$ cat src/rtl/opdec_pkg.sv
package opdec_pkg;
  typedef enum logic [2:0] {
    TK_REG = 3'd0,
    TK_MEM = 3'd1,
    TK_SP  = 3'd2,
    TK_PC  = 3'd3,
    TK_OVF = 3'd4,
    TK_LIT = 3'd5
  } tgt_kind_t;

  typedef enum logic [1:0] {
    SK_NONE = 2'd0,
    SK_POP  = 2'd1,
    SK_PEEK = 2'd2,
    SK_PUSH = 2'd3
  } stk_t;

  typedef enum logic [2:0] {
    S_IDLE = 3'd0,
    S_EVAL = 3'd1,
    S_NWD  = 3'd2,
    S_MEM  = 3'd3,
    S_MEMD = 3'd4,
    S_DONE = 3'd5
  } seq_t;
endpackage

$ cat src/rtl/op_classify.sv
module op_classify
  import opdec_pkg::*;
#(
  parameter int CW = 6
) (
  input  logic [CW-1:0] code,
  output logic          needs_nw,
  output logic          needs_mem,
  output stk_t          stk,
  output tgt_kind_t     kind
);
  always_comb begin
    needs_nw  = 1'b0;
    needs_mem = 1'b0;
    stk       = SK_NONE;
    kind      = TK_LIT;
    if (!code[5]) begin
      unique case (code[4:3])
        2'b00: kind = TK_REG;
        2'b01: begin kind = TK_MEM; needs_mem = 1'b1; end
        2'b10: begin kind = TK_MEM; needs_mem = 1'b1; needs_nw = 1'b1; end
        default: begin
          unique case (code[2:0])
            3'd0: begin kind = TK_MEM; needs_mem = 1'b1; stk = SK_POP;  end
            3'd1: begin kind = TK_MEM; needs_mem = 1'b1; stk = SK_PEEK; end
            3'd2: begin kind = TK_MEM; needs_mem = 1'b1; stk = SK_PUSH; end
            3'd3: kind = TK_SP;
            3'd4: kind = TK_PC;
            3'd5: kind = TK_OVF;
            3'd6: begin kind = TK_MEM; needs_mem = 1'b1; needs_nw = 1'b1; end
            default: begin kind = TK_LIT; needs_nw = 1'b1; end
          endcase
        end
      endcase
    end
  end
endmodule

$ cat src/rtl/op_resolve.sv
module op_resolve #(
  parameter int CW   = 6,
  parameter int DW   = 16,
  parameter int NREG = 8,
  localparam int RW  = $clog2(NREG)
) (
  input  logic [CW-1:0]      code,
  input  logic [DW*NREG-1:0] gpr_flat,
  input  logic [DW-1:0]      sp,
  input  logic [DW-1:0]      pc,
  input  logic [DW-1:0]      ovf,
  input  logic [DW-1:0]      nw,
  output logic [DW-1:0]      ea,
  output logic [DW-1:0]      dval
);
  logic [RW-1:0] ridx;
  logic [DW-1:0] rsel;

  assign ridx = code[RW-1:0];
  assign rsel = gpr_flat[ridx*DW +: DW];

  always_comb begin
    ea = '0;
    unique case (code[4:3])
      2'b01: ea = rsel;
      2'b10: ea = nw + rsel;
      2'b11: begin
        unique case (code[2:0])
          3'd0, 3'd1: ea = sp;
          3'd2:       ea = sp - 1'b1;
          3'd6:       ea = nw;
          default:    ea = '0;
        endcase
      end
      default: ea = '0;
    endcase
  end

  always_comb begin
    dval = '0;
    if (code[5]) begin
      dval = {{(DW-5){1'b0}}, code[4:0]};
    end else begin
      unique case (code[4:3])
        2'b00: dval = rsel;
        2'b11: begin
          unique case (code[2:0])
            3'd3:    dval = sp;
            3'd4:    dval = pc;
            3'd5:    dval = ovf;
            3'd7:    dval = nw;
            default: dval = '0;
          endcase
        end
        default: dval = '0;
      endcase
    end
  end
endmodule

$ cat src/rtl/opdec_unit.sv
module opdec_unit
  import opdec_pkg::*;
#(
  parameter int CW   = 6,
  parameter int DW   = 16,
  parameter int NREG = 8,
  localparam int GW  = DW * NREG,
  localparam int RW  = $clog2(NREG),
  localparam int XW  = 2
) (
  input  logic          clk,
  input  logic          rst_n,
  input  logic          start,
  input  logic [CW-1:0] code_a,
  input  logic [CW-1:0] code_b,
  input  logic [GW-1:0] gpr_flat,
  input  logic [DW-1:0] sp_in,
  input  logic [DW-1:0] pc_in,
  input  logic [DW-1:0] ovf_in,
  output logic          mem_req,
  output logic [DW-1:0] mem_addr,
  input  logic [DW-1:0] mem_rdata,
  output logic          done,
  output logic [DW-1:0] a_value,
  output logic [2:0]    a_kind,
  output logic [DW-1:0] a_addr,
  output logic [DW-1:0] b_value,
  output logic [2:0]    b_kind,
  output logic [DW-1:0] b_addr,
  output logic [DW-1:0] sp_out,
  output logic [DW-1:0] pc_out,
  output logic [XW-1:0] extra_cycles
);
  seq_t          st_q, st_d;
  logic          cur_q, cur_d;
  logic [CW-1:0] ca_q, ca_d, cb_q, cb_d;
  logic [DW-1:0] sp_q, sp_d, pc_q, pc_d, ovf_q, ovf_d, nw_q, nw_d;
  logic [XW-1:0] ext_q, ext_d;
  logic [DW-1:0] av_q, av_d, aa_q, aa_d, bv_q, bv_d, ba_q, ba_d;
  logic [2:0]    ak_q, ak_d, bk_q, bk_d;

  logic [CW-1:0] cur_code;
  logic [DW-1:0] nw_cur, ea, dval, fin_val, fin_addr;
  logic          needs_nw, needs_mem, fin;
  stk_t          stk;
  tgt_kind_t     kind;

  assign cur_code = cur_q ? cb_q : ca_q;
  assign nw_cur   = (st_q == S_NWD) ? mem_rdata : nw_q;

  op_classify #(.CW(CW)) u_cls (
    .code(cur_code), .needs_nw(needs_nw), .needs_mem(needs_mem),
    .stk(stk), .kind(kind)
  );

  op_resolve #(.CW(CW), .DW(DW), .NREG(NREG)) u_res (
    .code(cur_code), .gpr_flat(gpr_flat), .sp(sp_q), .pc(pc_q),
    .ovf(ovf_q), .nw(nw_cur), .ea(ea), .dval(dval)
  );

  always_comb begin
    st_d = st_q; cur_d = cur_q; ca_d = ca_q; cb_d = cb_q;
    sp_d = sp_q; pc_d = pc_q; ovf_d = ovf_q; nw_d = nw_q; ext_d = ext_q;
    av_d = av_q; aa_d = aa_q; ak_d = ak_q;
    bv_d = bv_q; ba_d = ba_q; bk_d = bk_q;
    mem_req = 1'b0; mem_addr = '0; fin = 1'b0; fin_val = dval;
    unique case (st_q)
      S_IDLE: if (start) begin
        ca_d = code_a; cb_d = code_b;
        sp_d = sp_in; pc_d = pc_in; ovf_d = ovf_in;
        cur_d = 1'b0; ext_d = '0; st_d = S_EVAL;
      end
      S_EVAL: begin
        if (needs_nw) begin
          mem_req = 1'b1; mem_addr = pc_q; st_d = S_NWD;
        end else if (needs_mem) begin
          mem_req = 1'b1; mem_addr = ea; st_d = S_MEMD;
        end else begin
          fin = 1'b1;
        end
      end
      S_NWD: begin
        nw_d  = mem_rdata;
        pc_d  = pc_q + 1'b1;
        ext_d = ext_q + 1'b1;
        if (needs_mem) st_d = S_MEM;
        else           fin  = 1'b1;
      end
      S_MEM: begin
        mem_req = 1'b1; mem_addr = ea; st_d = S_MEMD;
      end
      S_MEMD: begin
        fin = 1'b1; fin_val = mem_rdata;
        if (stk == SK_POP)  sp_d = sp_q + 1'b1;
        if (stk == SK_PUSH) sp_d = sp_q - 1'b1;
      end
      S_DONE: st_d = S_IDLE;
      default: st_d = S_IDLE;
    endcase
    if (fin) begin
      if (!cur_q) begin
        av_d = fin_val; ak_d = kind; aa_d = fin_addr;
        cur_d = 1'b1; st_d = S_EVAL;
      end else begin
        bv_d = fin_val; bk_d = kind; ba_d = fin_addr;
        st_d = S_DONE;
      end
    end
  end

  always_comb begin
    unique case (kind)
      TK_REG:  fin_addr = {{(DW-RW){1'b0}}, cur_code[RW-1:0]};
      TK_MEM:  fin_addr = ea;
      default: fin_addr = '0;
    endcase
  end

  always_ff @(posedge clk or negedge rst_n) begin
    if (!rst_n) begin
      st_q <= S_IDLE; cur_q <= 1'b0; ca_q <= '0; cb_q <= '0;
      sp_q <= '0; pc_q <= '0; ovf_q <= '0; nw_q <= '0; ext_q <= '0;
      av_q <= '0; aa_q <= '0; ak_q <= '0;
      bv_q <= '0; ba_q <= '0; bk_q <= '0;
    end else begin
      st_q <= st_d; cur_q <= cur_d; ca_q <= ca_d; cb_q <= cb_d;
      sp_q <= sp_d; pc_q <= pc_d; ovf_q <= ovf_d; nw_q <= nw_d; ext_q <= ext_d;
      av_q <= av_d; aa_q <= aa_d; ak_q <= ak_d;
      bv_q <= bv_d; ba_q <= ba_d; bk_q <= bk_d;
    end
  end

  assign done         = (st_q == S_DONE);
  assign a_value      = av_q;
  assign a_kind       = ak_q;
  assign a_addr       = aa_q;
  assign b_value      = bv_q;
  assign b_kind       = bk_q;
  assign b_addr       = ba_q;
  assign sp_out       = sp_q;
  assign pc_out       = pc_q;
  assign extra_cycles = ext_q;
endmodule

$ cat config.mk
export PLATFORM = sky130hd
export DESIGN_NAME = opdec_unit
export DESIGN_NICKNAME = d
export VERILOG_FILES = /design/src/rtl/opdec_pkg.sv /design/src/rtl/op_classify.sv /design/src/rtl/op_resolve.sv /design/src/rtl/opdec_unit.sv
export SDC_FILE = /design/constraint.sdc
export NUM_CORES = 1
export LEC_CHECK = 0
export ABC_AREA = 1
export BUFFER_PORTS_ARGS = -buffer_cell sky130_fd_sc_hd__buf_2
export CAP_MARGIN = 10
export CORE_UTILIZATION = 51
export CTS_CLUSTER_SIZE = 40
export DETAILED_ROUTE_END_ITERATION = 7
export PLACE_DENSITY = 0.85
export SLEW_MARGIN = 20
export SYNTH_ARGS = -nofsm -noshare
export SYNTH_HDL_FRONTEND = slang
export SYNTH_HIERARCHICAL = 1
export SYNTH_SLANG_ARGS = --single-unit
$ cat constraint.sdc
create_clock -name clk -period 4.3 [get_ports clk]
set_input_delay 0.215 -clock clk [delete_from_list [all_inputs] [get_ports clk]]
set_output_delay 0.215 -clock clk [all_outputs]
set_load 0.05 [all_outputs]
==> flow_summary_export.csv <==
group,metric,value,unit
global_routing,grt_pass1_vias,13300,
setup_path,cpMostUsedCell,"nand3_1",
logic_synthesis,synth_fp_nets,2073,
cells_and_area,area_delta_synth_final,27.8,%
detailed_routing,drc_errors,0,
sta,max_slew_margin,40.3,%
logic_synthesis,yosysSeqAreaShare,32.4,%
min_path,holdPathStages,3,
detailed_routing,wl_per_cell,19.4,um
sta,setup_slack,0.156,ns
global_routing,grt_pass1_wl,73900,um
logic_synthesis,synth_cell_types,48,
cells_and_area,final_common_cell,"nand2_1",
setup_path,critPathRequiredTime,4.09,ns
die,start_util,52.0,%
setup_path,r2r-start,"cur_q",
cells_and_area,fin_nets,2438,
sta,finalHoldViolCount,0,
die,core_area,22600,sq um
logic_synthesis,synth.area.top_cells,"dfrtp_1, nand2_1, nand3_1, inv_1, o21ai_0",
logic_synthesis,ys_ff_latch,152,
status,status,"complete, no violations",
min_path,holdPathEnd,"ovf_q[12]",
setup_path,rr_endpoint,"a_kind[2]",
sta,fin_skew,0.0196,ns
logic_synthesis,synth_area,11700,sq um
cells_and_area,final_cell_mix,"nand2_1, buf_2, inv_1",
placement,dp_hpwl,37200,um
die,die_area,23600,sq um
global_routing,antenna_found_initial,0,
detailed_routing,ant_nets,0,
detailed_routing,vias,14500,
detailed_routing,wl,48700,um
logic_synthesis,synth_top_area_cell,"dfrtp_1",
setup_path,path_class,"reg -> out",
global_routing,grt_usage,40.6,%
sta,slew_violations,0,
detailed_routing,vias_per_cell,5.80,
die,die_h,154,um
placement,io_buffers,328,
clock_tree,cts_tree,"yes",
die,rows,55,
detailed_routing,firstDrtPassIters,6,
setup_path,worstPathArrival,3.93,ns
setup_path,worstPathCellList,"inv_2 > nand2_1 > nand2_4 > buf_6 > inv_6 > nor2_8 > a22oi_1 > nand3_1 > and2_2 > ha_2 > inv_1 > fa_1 > inv_2 > nand3_1 > nand3_2 > or2_2 > nand3_1 > a31oi_1 > inv_1 > o22ai_1 > buf_2",
clock_tree,htreeDepth,4,
setup_path,cp_top_family,"simple AND/OR/NAND/NOR gates",
clock_tree,cts_sinks,152,
setup_path,rrSetupSlack,0.43,ns
sta,final.period_utilization,96.4,%
sta,rsz0062_at_grt,"true",
sta,setup_viol,0,
clock_tree,cts_made_buffers,17,
logic_synthesis,synth_top_area_share,32.4,%
min_path,hp-class,"in -> reg",
logic_synthesis,syn_inst,1840,
cells_and_area,nFillCells,2027,
setup_path,worstPathBufferInverterCount,7,
placement,place.gp.congestion,1.06,
sta,worstMarginPinSlew,0.896,ns
setup_path,cp-end-kind,"output port",
logic_synthesis,syn_area_per_cell,6.37,sq um
setup_path,start_kind,"register",
die,design.portCount,329,
setup_path,cpPeakStageDelay,0.45,ns
sta,clock.fmax,241,MHz
global_routing,grt_max_degree,78,
cells_and_area,diodes,0,
cells_and_area,multi_input_area,6770,sq um
sta,period_needed,4.14,ns
detailed_routing,drtIter0Drc,1982,
clock_tree,cts-root-buf,"clkbuf_16",
clock_tree,path_clk_slew,0.08,ns
setup_path,cp_slowest_cell,"dfrtp_2",
placement,placement.setup.worst_slack,0.0882,ns
min_path,min_from,"ovf_in[12]",
setup_path,cp_max_fo,8,
global_routing,overflow,0,
job,drv_cap,0,
setup_path,reg2regPathDepth,16,
clock_tree,cts_buffer_depth,2,
cells_and_area,seq_area,3800,sq um
clock_tree,clock_latency,0.44,ns
cells_and_area,drive_gt1_share,23.7,%
logic_synthesis,yosysWarningCount,6,
die,die-width,154,um
[flip-flops by register name, indices dropped and copies added (netlist names)]
register / flops
pc_out: 16
cb_q: 6
b_kind: 3
a_kind: 3
ca_q: 6
b_addr: 16
ovf_q: 16
a_value: 16
sp_out: 16
cur_q: 1
st_q: 3
nw_q: 16
extra_cycles: 2
b_value: 16
a_addr: 16
[logic make-up after synthesis]
logic type / share of synthesized area [%]
xor gates and xnor gates: 0.597
DFF: 32.4
AOI/OAI and AO/OA: 15.7
and+or+nand+nor: 36.9
buffers and inverters: 11.6
adders and majority gates: 2.84
[synth_stat cells (all sizes together)]
| library cell | n |
|---|---|
| xor2 | 8 |
| and2 | 17 |
| o21ai | 124 |
| o211ai | 6 |
| nor4 | 2 |
| nand3b | 2 |
| a22oi | 47 |
| o21a | 1 |
| fa | 1 |
| inv | 233 |
| nor3 | 13 |
| o21bai | 6 |
| clkbuf | 30 |
| buf | 53 |
| or2 | 4 |
| nor2 | 117 |
| o22ai | 30 |
| o2111ai | 5 |
| ha | 25 |
| dfrtp | 152 |
| a31oi | 4 |
| nand4 | 6 |
| nand2 | 683 |
| nand3 | 182 |
| a211oi | 3 |
| o221ai | 6 |
| a21boi | 5 |
| a21oi | 75 |
[tightest hold or removal path, delay by kind of cell]
kind                   cells  cell delay, ns
buffers and inverters      1            0.09
AND/OR/NAND/NOR            2            0.11
[how the worst max path moves through the flow]
stage	start	end	cells after the start
2_1_floorplan	cur_q	mem_addr[2]	20
4_1_cts	cur_q	mem_addr[10]	24
3_5_place_dp	cur_q	mem_addr[12]	23
5_1_grt	cur_q	mem_addr[8]	23
3_3_place_gp	cur_q	mem_addr[12]	23
6_report	cur_q	mem_addr[4]	21
[layout make-up]
cell class,count,share of cell area (%)
Clock inverter,15,1.33
Inverter,233,6.00
Sequential cell,152,25.4
Clock buffer,17,2.84
Tap cell,285,2.38
Multi-Input combinational cell,1373,45.1
Timing Repair Buffer,428,16.9
[metal layers]
metal / vias up / global-route usage [%] / wire length, um
met5: - / 0 / 0
met4: 0 / 17.1 / 2100
met3: 139 / 7.95 / 5590
met2: 1030 / 62.3 / 21200
met1: 6686 / 55.8 / 19800
li1: 6664 / - / -
[metrics by stage]
step | utilization, % | instances | area (sq um) | TNS, ns | hold WS, ns
floorplan | - | 1840 | 11700 | 0 | -0.0806
global placement | 60.7 | 2428 | 13700 | 0 | 0.273
detailed placement | 60.7 | 2428 | 13700 | 0 | 0.266
CTS | 65.1 | 2490 | 14700 | 0 | 0.000202
global route | 66.4 | 2503 | 15000 | -0.120 | 0.0149
finish | 66.4 | 2503 | 15000 | 0 | 0.00903
[repair_timing]
item                                   in CTS  in global routing
gates resized for setup                    18                 56
gates cloned                                1                  0
hold buffers                               24                  0
endpoints found under the hold margin      98                  0
buffers inserted                            5                 13
pin swaps                                   3                 14
setup endpoints to repair                  11                 13
Power is left out: the tool's default activity adds up to more than one toggle a clock period on the data nets, which glitch-free logic cannot reach.
